--- src/rtl/vpic_pkg.sv ---
package vpic_pkg;
  localparam int ADDR_W = 12;
  localparam int DATA_W = 8;
  localparam int PRIO_W = 4;
  localparam int TRIG_W = 3;

  localparam logic [DATA_W-1:0] IDLE_IDX   = 8'h80;
  localparam logic [TRIG_W-1:0] TRIG_EDGE  = 3'd1;
  localparam logic [PRIO_W-1:0] MASK_RESET = 4'hF;

  localparam logic [ADDR_W-1:0] OFS_CFG  = 12'h208;
  localparam logic [ADDR_W-1:0] OFS_IDX  = 12'h3F0;
  localparam logic [ADDR_W-1:0] OFS_LAST = 12'h3F4;
  localparam logic [ADDR_W-1:0] OFS_MASK = 12'h3F8;
  localparam logic [ADDR_W-1:0] OFS_GDIS = 12'h3FC;
  localparam logic [ADDR_W-1:0] OFS_TRIG = 12'h420;

  typedef struct packed {
    logic       hit;
    logic [7:0] slot;
  } slot_t;

  // Map a byte offset onto a word slot of a per-source array
  function automatic slot_t decode_slot(input logic [ADDR_W-1:0] addr,
                                        input logic [ADDR_W-1:0] base,
                                        input int unsigned count);
    slot_t r;
    logic [ADDR_W-1:0] d;
    d      = addr - base;
    r.slot = 8'(d >> 2);
    r.hit  = (addr >= base) && (d[1:0] == 2'b00) && (32'(d >> 2) < count);
    return r;
  endfunction

  function automatic logic is_edge_mode(input logic [TRIG_W-1:0] t);
    return t == TRIG_EDGE;
  endfunction

  function automatic logic below_mask(input logic [PRIO_W-1:0] p,
                                      input logic [PRIO_W-1:0] m);
    return p < m;
  endfunction
endpackage

--- src/rtl/vpic_src_cell.sv ---
module vpic_src_cell
  import vpic_pkg::*;
(
  input  logic              clk,
  input  logic              rst_n,
  input  logic              line_i,
  input  logic              block_i,
  input  logic              cfg_we_i,
  input  logic              trig_we_i,
  input  logic [PRIO_W-1:0] prio_i,
  input  logic              dis_i,
  input  logic [TRIG_W-1:0] trig_i,
  input  logic              ack_i,
  output logic [PRIO_W-1:0] prio_o,
  output logic              dis_o,
  output logic [TRIG_W-1:0] trig_o,
  output logic              pend_o
);
  logic              line_s, line_p;
  logic [PRIO_W-1:0] prio_q;
  logic              dis_q;
  logic [TRIG_W-1:0] trig_q;
  logic              pend_q;
  logic              rise;
  logic              edge_mode;

  assign edge_mode = is_edge_mode(trig_q);
  assign rise      = line_s & ~line_p & ~block_i;

  always_ff @(posedge clk) begin
    if (!rst_n) begin
      line_s <= 1'b0;
      line_p <= 1'b0;
    end else begin
      line_s <= line_i;
      line_p <= line_s;
    end
  end

  always_ff @(posedge clk) begin
    if (!rst_n) begin
      prio_q <= '1;
      dis_q  <= 1'b1;
    end else if (cfg_we_i) begin
      prio_q <= prio_i;
      dis_q  <= dis_i;
    end
  end

  always_ff @(posedge clk) begin
    if (!rst_n) trig_q <= TRIG_EDGE;
    else if (trig_we_i) trig_q <= trig_i;
  end

  always_ff @(posedge clk) begin
    if (!rst_n)         pend_q <= 1'b0;
    else if (trig_we_i) pend_q <= 1'b0;
    else if (edge_mode) pend_q <= (pend_q & ~ack_i) | rise;
    else                pend_q <= line_s & ~block_i;
  end

  assign prio_o = prio_q;
  assign dis_o  = dis_q;
  assign trig_o = trig_q;
  assign pend_o = pend_q;
endmodule

--- src/rtl/vpic_arbiter.sv ---
module vpic_arbiter
  import vpic_pkg::*;
#(
  parameter int N      = 32,
  parameter int BASE   = 0,
  parameter int SLOT_W = 6
) (
  input  logic [N-1:0]             elig_i,
  input  logic [N-1:0][PRIO_W-1:0] prio_i,
  output logic                     any_o,
  output logic [SLOT_W-1:0]        win_o
);
  logic [PRIO_W-1:0] best;

  // Ascending scan with strict compare keeps the lowest index on a tie
  always_comb begin
    any_o = 1'b0;
    win_o = '0;
    best  = '1;
    for (int i = 0; i < N; i++) begin
      if (elig_i[i] && (!any_o || prio_i[i] < best)) begin
        any_o = 1'b1;
        best  = prio_i[i];
        win_o = SLOT_W'(BASE + i);
      end
    end
  end
endmodule

--- src/rtl/vpic_top.sv ---
module vpic_top
  import vpic_pkg::*;
#(
  parameter int N_SRC  = 40,
  parameter int N_FAST = 8
) (
  input  logic              clk,
  input  logic              rst_n,
  input  logic [N_SRC-1:0]  src_line,
  input  logic [ADDR_W-1:0] bus_addr,
  input  logic              bus_wr,
  input  logic [DATA_W-1:0] bus_wdata,
  input  logic              bus_rd,
  output logic [DATA_W-1:0] bus_rdata,
  output logic              irq_o,
  output logic              fiq_o
);
  localparam int N_NORM = N_SRC - N_FAST;
  localparam int SLOT_W = $clog2(N_SRC);

  logic [N_SRC-1:0][PRIO_W-1:0] prio_a;
  logic [N_SRC-1:0][TRIG_W-1:0] trig_a;
  logic [N_SRC-1:0]             dis_a, pend_a, elig, ack_vec, cfg_we, trig_we;

  logic [PRIO_W-1:0] mask_q;
  logic [DATA_W-1:0] last_q;
  logic              gdis_q;

  logic              norm_any, fast_any;
  logic [SLOT_W-1:0] norm_win, fast_win;
  logic [DATA_W-1:0] idx_val, rd_val;
  slot_t             cfg_sl, trig_sl;

  // Named events used by the checker
  logic idx_rd, ack_fire, mask_wr, gdis_wr;
  logic unused_wbits, unused_fast_win;

  assign unused_wbits    = ^{bus_wdata[7], bus_wdata[5:4]};
  assign unused_fast_win = ^fast_win;

  assign cfg_sl   = decode_slot(bus_addr, OFS_CFG, N_SRC);
  assign trig_sl  = decode_slot(bus_addr, OFS_TRIG, N_SRC);
  assign idx_rd   = bus_rd && (bus_addr == OFS_IDX);
  assign ack_fire = idx_rd && norm_any;
  assign mask_wr  = bus_wr && (bus_addr == OFS_MASK);
  assign gdis_wr  = bus_wr && (bus_addr == OFS_GDIS);

  for (genvar g = 0; g < N_SRC; g++) begin : g_src
    assign cfg_we[g]  = bus_wr && cfg_sl.hit  && (cfg_sl.slot  == 8'(g));
    assign trig_we[g] = bus_wr && trig_sl.hit && (trig_sl.slot == 8'(g));
    assign elig[g]    = pend_a[g] & ~dis_a[g] & ~gdis_q & below_mask(prio_a[g], mask_q);

    if (g < N_NORM) begin : g_norm_ack
      assign ack_vec[g] = ack_fire && (norm_win == SLOT_W'(g));
    end else begin : g_fast_ack
      assign ack_vec[g] = 1'b0;
    end

    vpic_src_cell u_cell (
      .clk       (clk),
      .rst_n     (rst_n),
      .line_i    (src_line[g]),
      .block_i   (gdis_q),
      .cfg_we_i  (cfg_we[g]),
      .trig_we_i (trig_we[g]),
      .prio_i    (bus_wdata[PRIO_W-1:0]),
      .dis_i     (bus_wdata[6]),
      .trig_i    (bus_wdata[TRIG_W-1:0]),
      .ack_i     (ack_vec[g]),
      .prio_o    (prio_a[g]),
      .dis_o     (dis_a[g]),
      .trig_o    (trig_a[g]),
      .pend_o    (pend_a[g])
    );
  end

  vpic_arbiter #(.N(N_NORM), .BASE(0), .SLOT_W(SLOT_W)) u_arb_norm (
    .elig_i (elig[N_NORM-1:0]),
    .prio_i (prio_a[N_NORM-1:0]),
    .any_o  (norm_any),
    .win_o  (norm_win)
  );

  vpic_arbiter #(.N(N_FAST), .BASE(N_NORM), .SLOT_W(SLOT_W)) u_arb_fast (
    .elig_i (elig[N_SRC-1:N_NORM]),
    .prio_i (prio_a[N_SRC-1:N_NORM]),
    .any_o  (fast_any),
    .win_o  (fast_win)
  );

  assign irq_o   = norm_any;
  assign fiq_o   = fast_any;
  assign idx_val = norm_any ? DATA_W'(norm_win) : IDLE_IDX;

  always_ff @(posedge clk) begin
    if (!rst_n)        mask_q <= MASK_RESET;
    else if (ack_fire) mask_q <= '0;
    else if (mask_wr)  mask_q <= bus_wdata[PRIO_W-1:0];
  end

  always_ff @(posedge clk) begin
    if (!rst_n)       last_q <= IDLE_IDX;
    else if (idx_rd)  last_q <= idx_val;
  end

  always_ff @(posedge clk) begin
    if (!rst_n)       gdis_q <= 1'b0;
    else if (gdis_wr) gdis_q <= bus_wdata[0];
  end

  always_comb begin
    rd_val = '0;
    unique case (bus_addr)
      OFS_IDX:  rd_val = idx_val;
      OFS_LAST: rd_val = last_q;
      OFS_MASK: rd_val = DATA_W'(mask_q);
      OFS_GDIS: rd_val = DATA_W'(gdis_q);
      default:  rd_val = '0;
    endcase
    for (int i = 0; i < N_SRC; i++) begin
      if (cfg_sl.hit && cfg_sl.slot == 8'(i))
        rd_val = {1'b0, dis_a[i], 2'b00, prio_a[i]};
      if (trig_sl.hit && trig_sl.slot == 8'(i))
        rd_val = DATA_W'(trig_a[i]);
    end
  end

  always_ff @(posedge clk) begin
    if (!rst_n)      bus_rdata <= '0;
    else if (bus_rd) bus_rdata <= rd_val;
  end
endmodule

--- config.mk ---
export PLATFORM = sky130hd
export DESIGN_NAME = vpic_top
export DESIGN_NICKNAME = d
export VERILOG_FILES = /design/src/rtl/vpic_pkg.sv /design/src/rtl/vpic_src_cell.sv /design/src/rtl/vpic_arbiter.sv /design/src/rtl/vpic_top.sv
export SDC_FILE = /design/constraint.sdc
export NUM_CORES = 2
export LEC_CHECK = 0
export BUFFER_PORTS_ARGS = -buffer_cell sky130_fd_sc_hd__buf_2
export CAP_MARGIN = 20
export CELL_PAD_IN_SITES_DETAIL_PLACEMENT = 0
export CELL_PAD_IN_SITES_GLOBAL_PLACEMENT = 2
export CORE_MARGIN = 3
export CORE_UTILIZATION = 43
export CTS_CLUSTER_DIAMETER = 120
export DETAILED_ROUTE_END_ITERATION = 6
export PLACE_DENSITY_LB_ADDON = 0.1
export SYNTH_ARGS = -nofsm -noshare
export SYNTH_HDL_FRONTEND = slang
export SYNTH_HIERARCHICAL = 1
export SYNTH_SLANG_ARGS = --single-unit
--- constraint.sdc ---
create_clock -name clk -period 134.7 [get_ports clk]
set_input_delay 6.735 -clock clk [delete_from_list [all_inputs] [get_ports clk]]
set_output_delay 6.735 -clock clk [all_outputs]
set_load 0.01 [all_outputs]
==> metrics.txt <==
outcome=complete, no violations; H-tree Lvls=2; DR DRC count=0; setup bufs post-CTS=0; CP endpoint=bus_rdata[0]; synthesized area per cell=8.24 sq um; Hold Path Class=register to register; Worst-Skew Late Latency=640 ps; final setup TNS=0 ps; CTS tree=built; WL final=142000 um; Initial Util=0.436; Mapped Cells=4028; PD cells=8.79 mW/mm^2; met2 routed WL=62400 um; Yosys warnings=6; RePlAce Congestion=1.04; Final setup viols=0; DP HPWL=106000 um; Die Height=284 um; post-cts gate resize count=0; Core Area=0.0762 sq mm; # fillers=7694; CP Launch Type=register; dpl cell area=0.0342 sq mm; final setup skew=27.8 ps; Worst R2R Setup Slack=78830 ps; DRT Pass-1 Iters=6; first-pass GRT wire length=208000 um; CTS root buf=clkbuf_16; CTS buffer count=54; dpl cells=4977; R2R Path End=bus_rdata[0]; reg-to-reg critical path startpoint=g_src[0].u_cell/prio_o[1]; Initial DRC Count=3165; Netlist Area Pre-Place=0.0332 sq mm; Final Net Count=4227; Hold Vio Cnt, Final=0; CP most frequent cell=ha_1; ANT nets after route=0; routed vias=31.9k; metal1 wirelength=62100 um; Avg Vias per Cell=6.27; pre-CTS WS=79860 ps; Routed WL per cell=28.0 um; share of layout cells above drive strength 1=0.112; Critical Path RT=135190 ps; total track usage=0.341; power after layout=317 uW; Final Cycle Share=0.415; post-layout util=0.474; Tightest Pin Transition=1230 ps; Peak VDD IR=0.0103 mV; Clock Path Buffers=3; slowest stage cell, crit path=a211oi_1; critical path arrival=56360 ps; Setup WS post-layout=78830 ps; Area growth syn-to-layout=8.77%; # IOs=74; Max transition margin=0.175; WS Path Type=register to register; CP max stage delay=760 ps; fmax=17.9 MHz; clock sink count=460; Pleak=13.7 nW; crit path launch=g_src[0].u_cell/prio_o[1]; initial antenna violation count=2; largest net degree at the start of global routing=131; GRT Residual Overflow=0; Finished Layout Cells=5080; Top Layer Used=met5; crit path max fanout=14; cell area after layout=0.0361 sq mm; Die Width=284 um; Cell Rows=101; routed wl met3=11100 um; critical path endpoint category=register; worst-case reg-to-reg path depth=247; Max Cap Viol=0; post-route minimum period=55870 ps; unrepaired setup endpoints after global routing=no; fin. max-slew vios=0; CTS Hold Bufs=0; Reg clk slew, reported paths=60 ps; die area=0.0806 sq mm; vias in the first global route=30.0k; WHS=447 ps; PortBufs=70
==> state kept, by name, summed over array words and instances, names as in the netlist <==
register and cells:
bus_rdata 8, g_src.u_cell/dis_o 40, g_src.u_cell/line_p 40, g_src.u_cell/line_s 40
g_src.u_cell/pend_o 40, g_src.u_cell/prio_o 160, g_src.u_cell/trig_o 120, gdis_q 1
last_q 7, mask_q 4
==> critical path, delay by kind of cell (launching register included) <==
| kind | cells | cell delay, ps |
|---|---|---|
| muxes | 21 | 6800 |
| AOI/OAI and AO/OA | 109 | 26280 |
| adders and majority gates | 32 | 9090 |
| DFF | 1 | 640 |
| and+or+nand+nor | 62 | 11090 |
| buffers and inverters | 23 | 1730 |
==> metal layers <==
layer | global-route usage | up-vias
li1 | - | 14680
met1 | 0.460 | 15570
met2 | 0.532 | 1306
met3 | 0.0666 | 312
met4 | 0.139 | 2
met5 | 0 | -
==> worst min path at each step <==
stage / startpoint / endpoint / slack (ps) / cells after the start
after floorplan: g_src[0].u_cell/line_s / g_src[0].u_cell/line_p / 420 / 2
after global placement: g_src[32].u_cell/line_s / g_src[32].u_cell/line_p / 430 / 2
after detailed placement: g_src[32].u_cell/line_s / g_src[32].u_cell/line_p / 440 / 2
after CTS: g_src[32].u_cell/line_s / g_src[32].u_cell/line_p / 450 / 2
after global routing: g_src[35].u_cell/line_s / g_src[35].u_cell/line_p / 480 / 2
final: g_src[32].u_cell/line_s / g_src[32].u_cell/line_p / 450 / 2
==> cells in the final DEF, fill, tap and decap left out, types with 73 or more instances in the layout <==
cell / n
dfxtp_1: 458
nor2b_1: 138
nor3_1: 79
o21ai_0: 182
nand3_1: 75
ha_1: 158
nand2_1: 553
and2_1: 73
nor2_1: 374
mux2i_1: 377
inv_1: 149
a21oi_1: 146
==> layout make-up <==
| type | instances | area, sq um | share of cell area |
|---|---|---|---|
| Antenna cell | 1 | 2.50 | 0.0000693 |
| Clock buffer | 75 | 1560 | 0.0433 |
| Clock inverter | 25 | 340 | 0.00943 |
| Inverter | 157 | 589 | 0.0163 |
| Multi-Input combinational cell | 3209 | 22300 | 0.619 |
| Sequential cell | 460 | 9210 | 0.255 |
| Tap cell | 1030 | 1290 | 0.0357 |
| Timing Repair Buffer | 123 | 773 | 0.0214 |
==> power breakdown <==
| part | switching [mW] | internal [mW] | leakage (nW) |
|---|---|---|---|
| sequential | 0.00110 | 0.138 | 3.74 |
| clock | 0.0647 | 0.0931 | 0.929 |
| combinational | 0.0153 | 0.00509 | 9.05 |
| total | 0.0811 | 0.236 | 13.7 |
Note: power is estimated with default switching activity, not from simulation.
